==> src/rtl/dcr_pkg.sv <==
// Package: shared constants and constant functions for the DRAM
// controller register file. Assumes 32-bit registers and word addressing.
package dcr_pkg;
    typedef logic [31:0] word_t;

    localparam word_t UNLOCK_KEY   = 32'hFC60_0309;
    localparam word_t CONF_RO_MASK = 32'hF00F_C04C;
    localparam int    IDX_PROT     = 0;
    localparam int    IDX_CONF     = 1;
    localparam int    IDX_PHY      = 24;
    localparam int    IDX_ECC      = 28;

    // Capacity code for a generation and a size in MB, falling back to 512 MB.
    function automatic logic [1:0] size_code(int gen, int mb);
        if (gen == 0) begin
            case (mb)
                128:     return 2'd0;
                256:     return 2'd1;
                512:     return 2'd2;
                1024:    return 2'd3;
                default: return 2'd2;
            endcase
        end else begin
            case (mb)
                256:     return 2'd0;
                512:     return 2'd1;
                1024:    return 2'd2;
                2048:    return 2'd3;
                default: return 2'd1;
            endcase
        end
    endfunction

    // Hardware-owned part of the configuration word.
    function automatic word_t fixed_conf(int gen, int mb);
        word_t v;
        v = 32'h0000_000C | {30'b0, size_code(gen, mb)};
        if (gen == 0) v = v | 32'h1008_0000;
        else          v = v | 32'h3000_0000;
        return v;
    endfunction
endpackage

==> src/rtl/dcr_decode.sv <==
// Module: splits a byte address into a word index and a hit flag.
// Assumes only whole-word accesses are legal; misaligned ones never hit.
module dcr_decode #(
    parameter int ADDR_W    = 12,
    parameter int NUM_WORDS = 32
) (
    input  logic [ADDR_W-1:0] addr,
    output logic [ADDR_W-3:0] idx,
    output logic              hit
);
    localparam int WIDX_W = ADDR_W - 2;

    // Word index plus alignment and range qualification.
    always_comb begin
        idx = addr[ADDR_W-1:2];
        hit = (addr[1:0] == 2'b00) && ({1'b0, idx} < (WIDX_W + 1)'(NUM_WORDS));
    end
endmodule

==> src/rtl/dcr_shaper.sv <==
// Module: applies each register's write rules (read-only masking and
// forced bits) to raw write data. Purely combinational. The lock is
// handled by the caller.
module dcr_shaper
    import dcr_pkg::*;
#(
    parameter int    WIDX_W = 10,
    parameter int    GEN    = 1,
    parameter word_t FIXED  = 32'h0
) (
    input  logic [WIDX_W-1:0] idx,
    input  word_t             wdata,
    output word_t             shaped
);
    localparam word_t PHY_SET = (GEN == 1) ? 32'h0000_0010 : 32'h0;

    // Per-register value to store for this write.
    always_comb begin
        if (idx == WIDX_W'(IDX_CONF))
            shaped = (wdata & ~CONF_RO_MASK) | FIXED;
        else if (idx == WIDX_W'(IDX_PHY))
            shaped = (wdata & ~32'h1) | PHY_SET;
        else if (idx == WIDX_W'(IDX_ECC))
            shaped = (wdata | 32'h0000_1000) & ~32'h0000_2000;
        else
            shaped = wdata;
    end
endmodule

==> src/rtl/dcr_rdport.sv <==
// Module: read mux over the register array, either combinational or
// with one register stage as chosen by READ_REG. A miss reads zero.
module dcr_rdport
    import dcr_pkg::*;
#(
    parameter int NUM_WORDS = 32,
    parameter int IDX_W     = 5,
    parameter bit READ_REG  = 1'b0
) (
    input  logic                        clk,
    input  logic                        rst_n,
    input  logic                        hit,
    input  logic [IDX_W-1:0]            idx,
    input  logic [NUM_WORDS-1:0][31:0]  regs,
    output word_t                       rdata
);
    word_t sel;

    // Select the addressed word, or zero on a miss.
    always_comb sel = hit ? regs[idx] : '0;

    generate
        if (READ_REG) begin : g_reg
            word_t rdata_q;
            // Register the selected word for a one-cycle read.
            always_ff @(posedge clk) begin
                if (!rst_n) rdata_q <= '0;
                else        rdata_q <= sel;
            end
            assign rdata = rdata_q;

            assert_miss_zero_R4: assert property (@(posedge clk) disable iff (!rst_n)
                !hit |=> (rdata == 32'h0));
            assert_latency_R9: assert property (@(posedge clk) disable iff (!rst_n)
                hit |=> (rdata == $past(regs[idx])));
        end else begin : g_comb
            assign rdata = sel;

            assert_miss_zero_R4: assert property (@(posedge clk) disable iff (!rst_n)
                !hit |-> (rdata == 32'h0));
        end
    endgenerate
endmodule

==> src/rtl/dram_cfg_regfile.sv <==
// Module: key-locked configuration/status register file of a DRAM
// controller. Word 0 is the protection word; all other writes need it
// open. Assumes one access per cycle on a single shared address.
module dram_cfg_regfile
    import dcr_pkg::*;
#(
    parameter int ADDR_W    = 12,
    parameter int NUM_WORDS = 32,
    parameter int GEN       = 1,
    parameter int SIZE_MB   = 512,
    parameter bit READ_REG  = 1'b0
) (
    input  logic              clk,
    input  logic              rst_n,
    input  logic [ADDR_W-1:0] bus_addr,
    input  logic              bus_we,
    input  logic [31:0]       bus_wdata,
    output logic [31:0]       bus_rdata
);
    localparam int    WIDX_W = ADDR_W - 2;
    localparam int    IDX_W  = $clog2(NUM_WORDS);
    localparam word_t FIXED  = fixed_conf(GEN, SIZE_MB);

    logic [NUM_WORDS-1:0][31:0] regs_q;
    logic [WIDX_W-1:0]          widx;
    logic                       hit;
    logic                       wr_hit;
    logic                       unlocked;
    word_t                      shaped;

    dcr_decode #(.ADDR_W(ADDR_W), .NUM_WORDS(NUM_WORDS)) u_dec (
        .addr(bus_addr), .idx(widx), .hit(hit)
    );

    dcr_shaper #(.WIDX_W(WIDX_W), .GEN(GEN), .FIXED(FIXED)) u_shp (
        .idx(widx), .wdata(bus_wdata), .shaped(shaped)
    );

    // Qualified write strobe and lock state.
    always_comb begin
        wr_hit   = bus_we && hit;
        unlocked = regs_q[IDX_PROT][0];
    end

    generate
        for (genvar g = 0; g < NUM_WORDS; g++) begin : g_word
            if (g == IDX_PROT) begin : g_prot
                // Protection word: key compare, always writable.
                always_ff @(posedge clk) begin
                    if (!rst_n)
                        regs_q[g] <= '0;
                    else if (wr_hit && widx == WIDX_W'(g))
                        regs_q[g] <= {31'b0, bus_wdata == UNLOCK_KEY};
                end
            end else begin : g_data
                // Ordinary word: shaped write while open.
                always_ff @(posedge clk) begin
                    if (!rst_n)
                        regs_q[g] <= (g == IDX_CONF) ? FIXED : '0;
                    else if (wr_hit && unlocked && widx == WIDX_W'(g))
                        regs_q[g] <= shaped;
                end
            end
        end
    endgenerate

    dcr_rdport #(.NUM_WORDS(NUM_WORDS), .IDX_W(IDX_W), .READ_REG(READ_REG)) u_rd (
        .clk(clk), .rst_n(rst_n), .hit(hit), .idx(widx[IDX_W-1:0]),
        .regs(regs_q), .rdata(bus_rdata)
    );

    assert_key_unlock_R2: assert property (@(posedge clk) disable iff (!rst_n)
        (wr_hit && widx == WIDX_W'(IDX_PROT)) |=>
        (regs_q[IDX_PROT] == {31'b0, $past(bus_wdata) == UNLOCK_KEY}));

    assert_locked_drop_R3: assert property (@(posedge clk) disable iff (!rst_n)
        (wr_hit && widx != WIDX_W'(IDX_PROT) && !unlocked) |=> $stable(regs_q));

    assert_conf_fixed_R5: assert property (@(posedge clk) disable iff (!rst_n)
        ((regs_q[IDX_CONF] & CONF_RO_MASK) == (FIXED & CONF_RO_MASK)) &&
        ((regs_q[IDX_CONF] & FIXED) == FIXED));

    assert_phy_ready_R7: assert property (@(posedge clk) disable iff (!rst_n)
        (wr_hit && unlocked && widx == WIDX_W'(IDX_PHY)) |=>
        (!regs_q[IDX_PHY][0] && (GEN == 0 || regs_q[IDX_PHY][4])));

    assert_ecc_pass_R8: assert property (@(posedge clk) disable iff (!rst_n)
        (wr_hit && unlocked && widx == WIDX_W'(IDX_ECC)) |=>
        (regs_q[IDX_ECC][13:12] == 2'b01));
endmodule

==> config.mk <==
export PLATFORM = sky130hd
export DESIGN_NAME = dram_cfg_regfile
export DESIGN_NICKNAME = d
export VERILOG_FILES = /design/src/rtl/dcr_pkg.sv /design/src/rtl/dcr_decode.sv /design/src/rtl/dcr_shaper.sv /design/src/rtl/dcr_rdport.sv /design/src/rtl/dram_cfg_regfile.sv
export SDC_FILE = /design/constraint.sdc
export NUM_CORES = 2
export LEC_CHECK = 0
export CORE_ASPECT_RATIO = 1.2
export CORE_UTILIZATION = 57
export CTS_CLUSTER_SIZE = 24
export DETAILED_ROUTE_END_ITERATION = 8
export PLACE_DENSITY = 0.79
export SETUP_SLACK_MARGIN = 0.5
export SYNTH_ARGS = -nofsm -noshare
export SYNTH_HDL_FRONTEND = slang
export SYNTH_SLANG_ARGS = --single-unit
==> constraint.sdc <==
create_clock -name clk -period 3.1 [get_ports clk]
set_input_delay 0.62 -clock clk [delete_from_list [all_inputs] [get_ports clk]]
set_output_delay 0.62 -clock clk [all_outputs]
set_load 0.02 [all_outputs]
==> results.sh <==
export IMPL_netlist_instances=5148
export IMPL_cts_made_buffers=98
export IMPL_max_cap_viol_count=0
export IMPL_switching_share_pct=24.00
export IMPL_yosysWarnings=0
export IMPL_initial_core_util_pct=57.77
export IMPL_max_freq_mhz=305.8
export IMPL_hold_violations=0
export IMPL_fin_cells=6482
export IMPL_multiInputGateArea_um2=24890
export IMPL_antenna_left=0
export IMPL_dr_total_vias=43110
export IMPL_synthFlopType="dfxtp_1"
export IMPL_dieArea_um2=80250
export IMPL_synth_fa_ha_area_share_pct=0
export IMPL_async_reset_ff_share_pct=0
export IMPL_grt_max_degree=178
export IMPL_final_common_cell="nand2_1"
export IMPL_finalWorstSetupSlack_ns=-0.1697
export IMPL_clkPwrFrac_pct=44.6
export IMPL_critPathBufInv=6
export IMPL_fin_nets=5427
export IMPL_powerDensity_nw_per_um2=473.9
export IMPL_period_share_pct=105.5
export IMPL_path_cells="buf_16, buf_16, buf_6, mux2i_1, o21ai_0, buf_4, a2111oi_4, buf_4, a211oi_4, buf_6"
export IMPL_reg2reg_setup_slack_ns=0.61
export IMPL_pre_cts_ws_ns=-0.8934
export IMPL_mostFrequentLayoutCells="nand2_1 (1,842), dfxtp_1 (983), a21boi_0 (706), buf_4 (328), buf_12 (164)"
export IMPL_synth_top_family_by_area="compound AO/OA/AOI/OAI gates"
export IMPL_relSlewSlack_pct=44.90
export IMPL_cts_reportedPaths_clkPinSlew_ns=0.06
export IMPL_rows=112
export IMPL_dr_pass1_iters=7
export IMPL_cts_max_path_buffers=3
export IMPL_first_iter_violations=6614
export IMPL_syn_area_per_cell_um2=8.760
export IMPL_crit_family="buffers and inverters"
export IMPL_synth_compound_area_share_pct=20.35
export IMPL_status="finished with violations"
export IMPL_p_leak_nw=21.00
export IMPL_grt_antenna_before_repair=2
export IMPL_synth_edf_count=0
export IMPL_top_register="regs_q"
export IMPL_peakVddDrop_uv=436.1
export IMPL_path_class="in2out"
export IMPL_hpwl_mm=100.1
export IMPL_finalWeightedCongestion=0.9263
export IMPL_core_area_um2=78050
export IMPL_h_tree_depth=3
export IMPL_yosys_area_share_simple_pct=18.60
export IMPL_cp_end_kind="primary output"
export IMPL_drt_total_wl_mm=174.4
export IMPL_slowest_delay_ns=0.59
export IMPL_grt_overflow=0
export IMPL_wire_per_inst_um=26.90
export IMPL_violations="setup timing"
export IMPL_worstPathMaxFanout=7
export IMPL_regArea_um2=19890
export IMPL_largest_reg_flops=993
export IMPL_finalPower_mw=27.05
export IMPL_intPower_mw=20.56
export IMPL_final_max_slew_viol_count=0
export IMPL_mappedNetlistNets=5195
export IMPL_clock_sinks=993
export IMPL_vias_per_cell=6.651
export IMPL_fin_skew_ns=0.02797
export IMPL_setup_viol=22
export IMPL_grt_pass1_vias=42370
export IMPL_crit_path_top_delay_cell="a2111oi_4"
export IMPL_cp_required_ns=2.48
export IMPL_grtUsageTotal_pct=41.74
export IMPL_synth_ff_latch_count=993
export IMPL_ys_seq_area_share_pct=44.08
export IMPL_ys_types=63
export IMPL_die_w_um=258.8
export IMPL_rsz0062_at_grt="yes"
export IMPL_cts_tree="yes"
export IMPL_synth_xor_area_share_pct=0
export IMPL_pwr_share_seq_pct=47.2
export IMPL_area_growth_pct=26.57
export IMPL_start_kind="input pin"
export IMPL_worst_pin_slew_ns=0.8265
export IMPL_drive_gt1_share_pct=22.20
export IMPL_die_height_um=310.1
export IMPL_drc=0
export IMPL_clk_latency_ns=0.68
export IMPL_hold_class="in2reg"
export IMPL_syn_area_um2=45090
export IMPL_dpl_cell_count=6183
export IMPL_ios=79
export IMPL_grt_pass1_wl_mm=252.9
export IMPL_fillers=4986
export IMPL_power_frac_comb_pct=8.3
export IMPL_switching_power_mw=6.493
export IMPL_cts_hold_buf=0
export IMPL_numPortBuffers=78
export IMPL_period_needed_ns=3.270
export IMPL_cts_root_buf="clkbuf_16"
export IMPL_reg_largest_list="regs_q x993"
export IMPL_yosys_mux_area_fraction_pct=12.00
export IMPL_cp_arrival_ns=2.65
-- through the flow --
step	hold slack, ns	utilization [%]	area [um^2]	setup TNS, ns
6_report	0.3731	73.12	57080	-1.391
5_1_grt	0.3860	73.12	57070	-1.582
4_1_cts	0.3737	72.27	56410	-0.04043
3_5_place_dp	0.4293	65.47	51110	-19.12
3_3_place_gp	0.4296	65.47	51110	-18.24
2_1_floorplan	0.4120	-	46600	0
-- power by group through the flow --
stage / logic [mW] / registers [mW] / clock network, mW
final: 2.23 / 12.8 / 12.1
after global routing: 2.25 / 12.7 / 12.5
after CTS: 2.05 / 12.8 / 12.0
after detailed placement: 1.78 / 13.0 / 0
after global placement: 1.77 / 13.0 / 0
after floorplan: 1.02 / 13.0 / 0
-- per-layer routing --
layer / GRT usage [%] / vias to the layer above / part of all wire, %
li1: - / 17990 / -
met1: 49.86 / 20600 / 35
met2: 64.15 / 3421 / 43
met3: 12.57 / 1102 / 14
met4: 29.64 / 2 / 8.5
met5: 0.8454 / - / 0.046
-- worst paths after layout --
| kind | start | end | cells past startpoint |
|---|---|---|---|
| max | bus_addr[2] | bus_rdata[7] | 10 |
| min | rst_n | regs_q[605] | 2 |
| max reg2reg | regs_q[0] | regs_q[863] | 7 |
| min reg2reg | regs_q[60] | regs_q[60] | 1 |
-- worst register-to-register path, cell delays in order, from the launching register on --
cell and delay, ns:
dfxtp_1 0.47, nand4bb_1 0.14, buf_4 0.24, nor3_1 0.60, and2_2 0.32, buf_12 0.27, nand2_1 0.14, a21boi_0 0.20
-- synth_stat cells (15+ instances only) --
cell type / instances / share of area, %
a21oi_1: 18 / 0.20
a22oi_1: 22 / 0.37
buf_4: 25 / 0.42
dfxtp_1: 993 / 44
nor3_1: 43 / 0.48
nor2_1: 51 / 0.42
mux2i_1: 167 / 3.7
o211a_1: 120 / 2.7
a2111oi_0: 28 / 0.54
a211oi_1: 26 / 0.43
nor2b_1: 29 / 0.40
mux4_2: 155 / 7.7
nand3_1: 34 / 0.38
nand2_1: 1846 / 15
o221ai_1: 15 / 0.29
a21boi_0: 707 / 12
o22ai_1: 38 / 0.53
a21boi_1: 121 / 2.0
clkbuf_1: 342 / 2.8
buf_2: 133 / 1.5
mux2_2: 22 / 0.55
o21ai_0: 53 / 0.59
and3_1: 26 / 0.36
-- timing repair --
action                                  CTS  global route
endpoints found under the setup margin   32            33
gates cloned                             15             1
pin swaps                                95            36
setup buffers                            81            26
resized for setup                       393            85
-- cell families (layout without fill, tap and decap cells) --
family / count (synthesis) / count (layout)
muxes: 344 / 344
DFF: 993 / 993
and+or+nand+nor: 2094 / 2094
AOI/OAI and AO/OA: 1202 / 1202
buffers and inverters: 515 / 822
other: 0 / 1
-- cell type report --
type | count | area share, %
inverter | 2 | 0.01315
clock buffer | 144 | 5.171
clock inverter | 31 | 0.4472
antenna | 1 | 0.004384
sequential | 993 | 34.85
tap | 1026 | 2.249
timing repair buffer | 645 | 13.67
multi-input combinational | 3640 | 43.60
(Power assumes the default switching activity.)
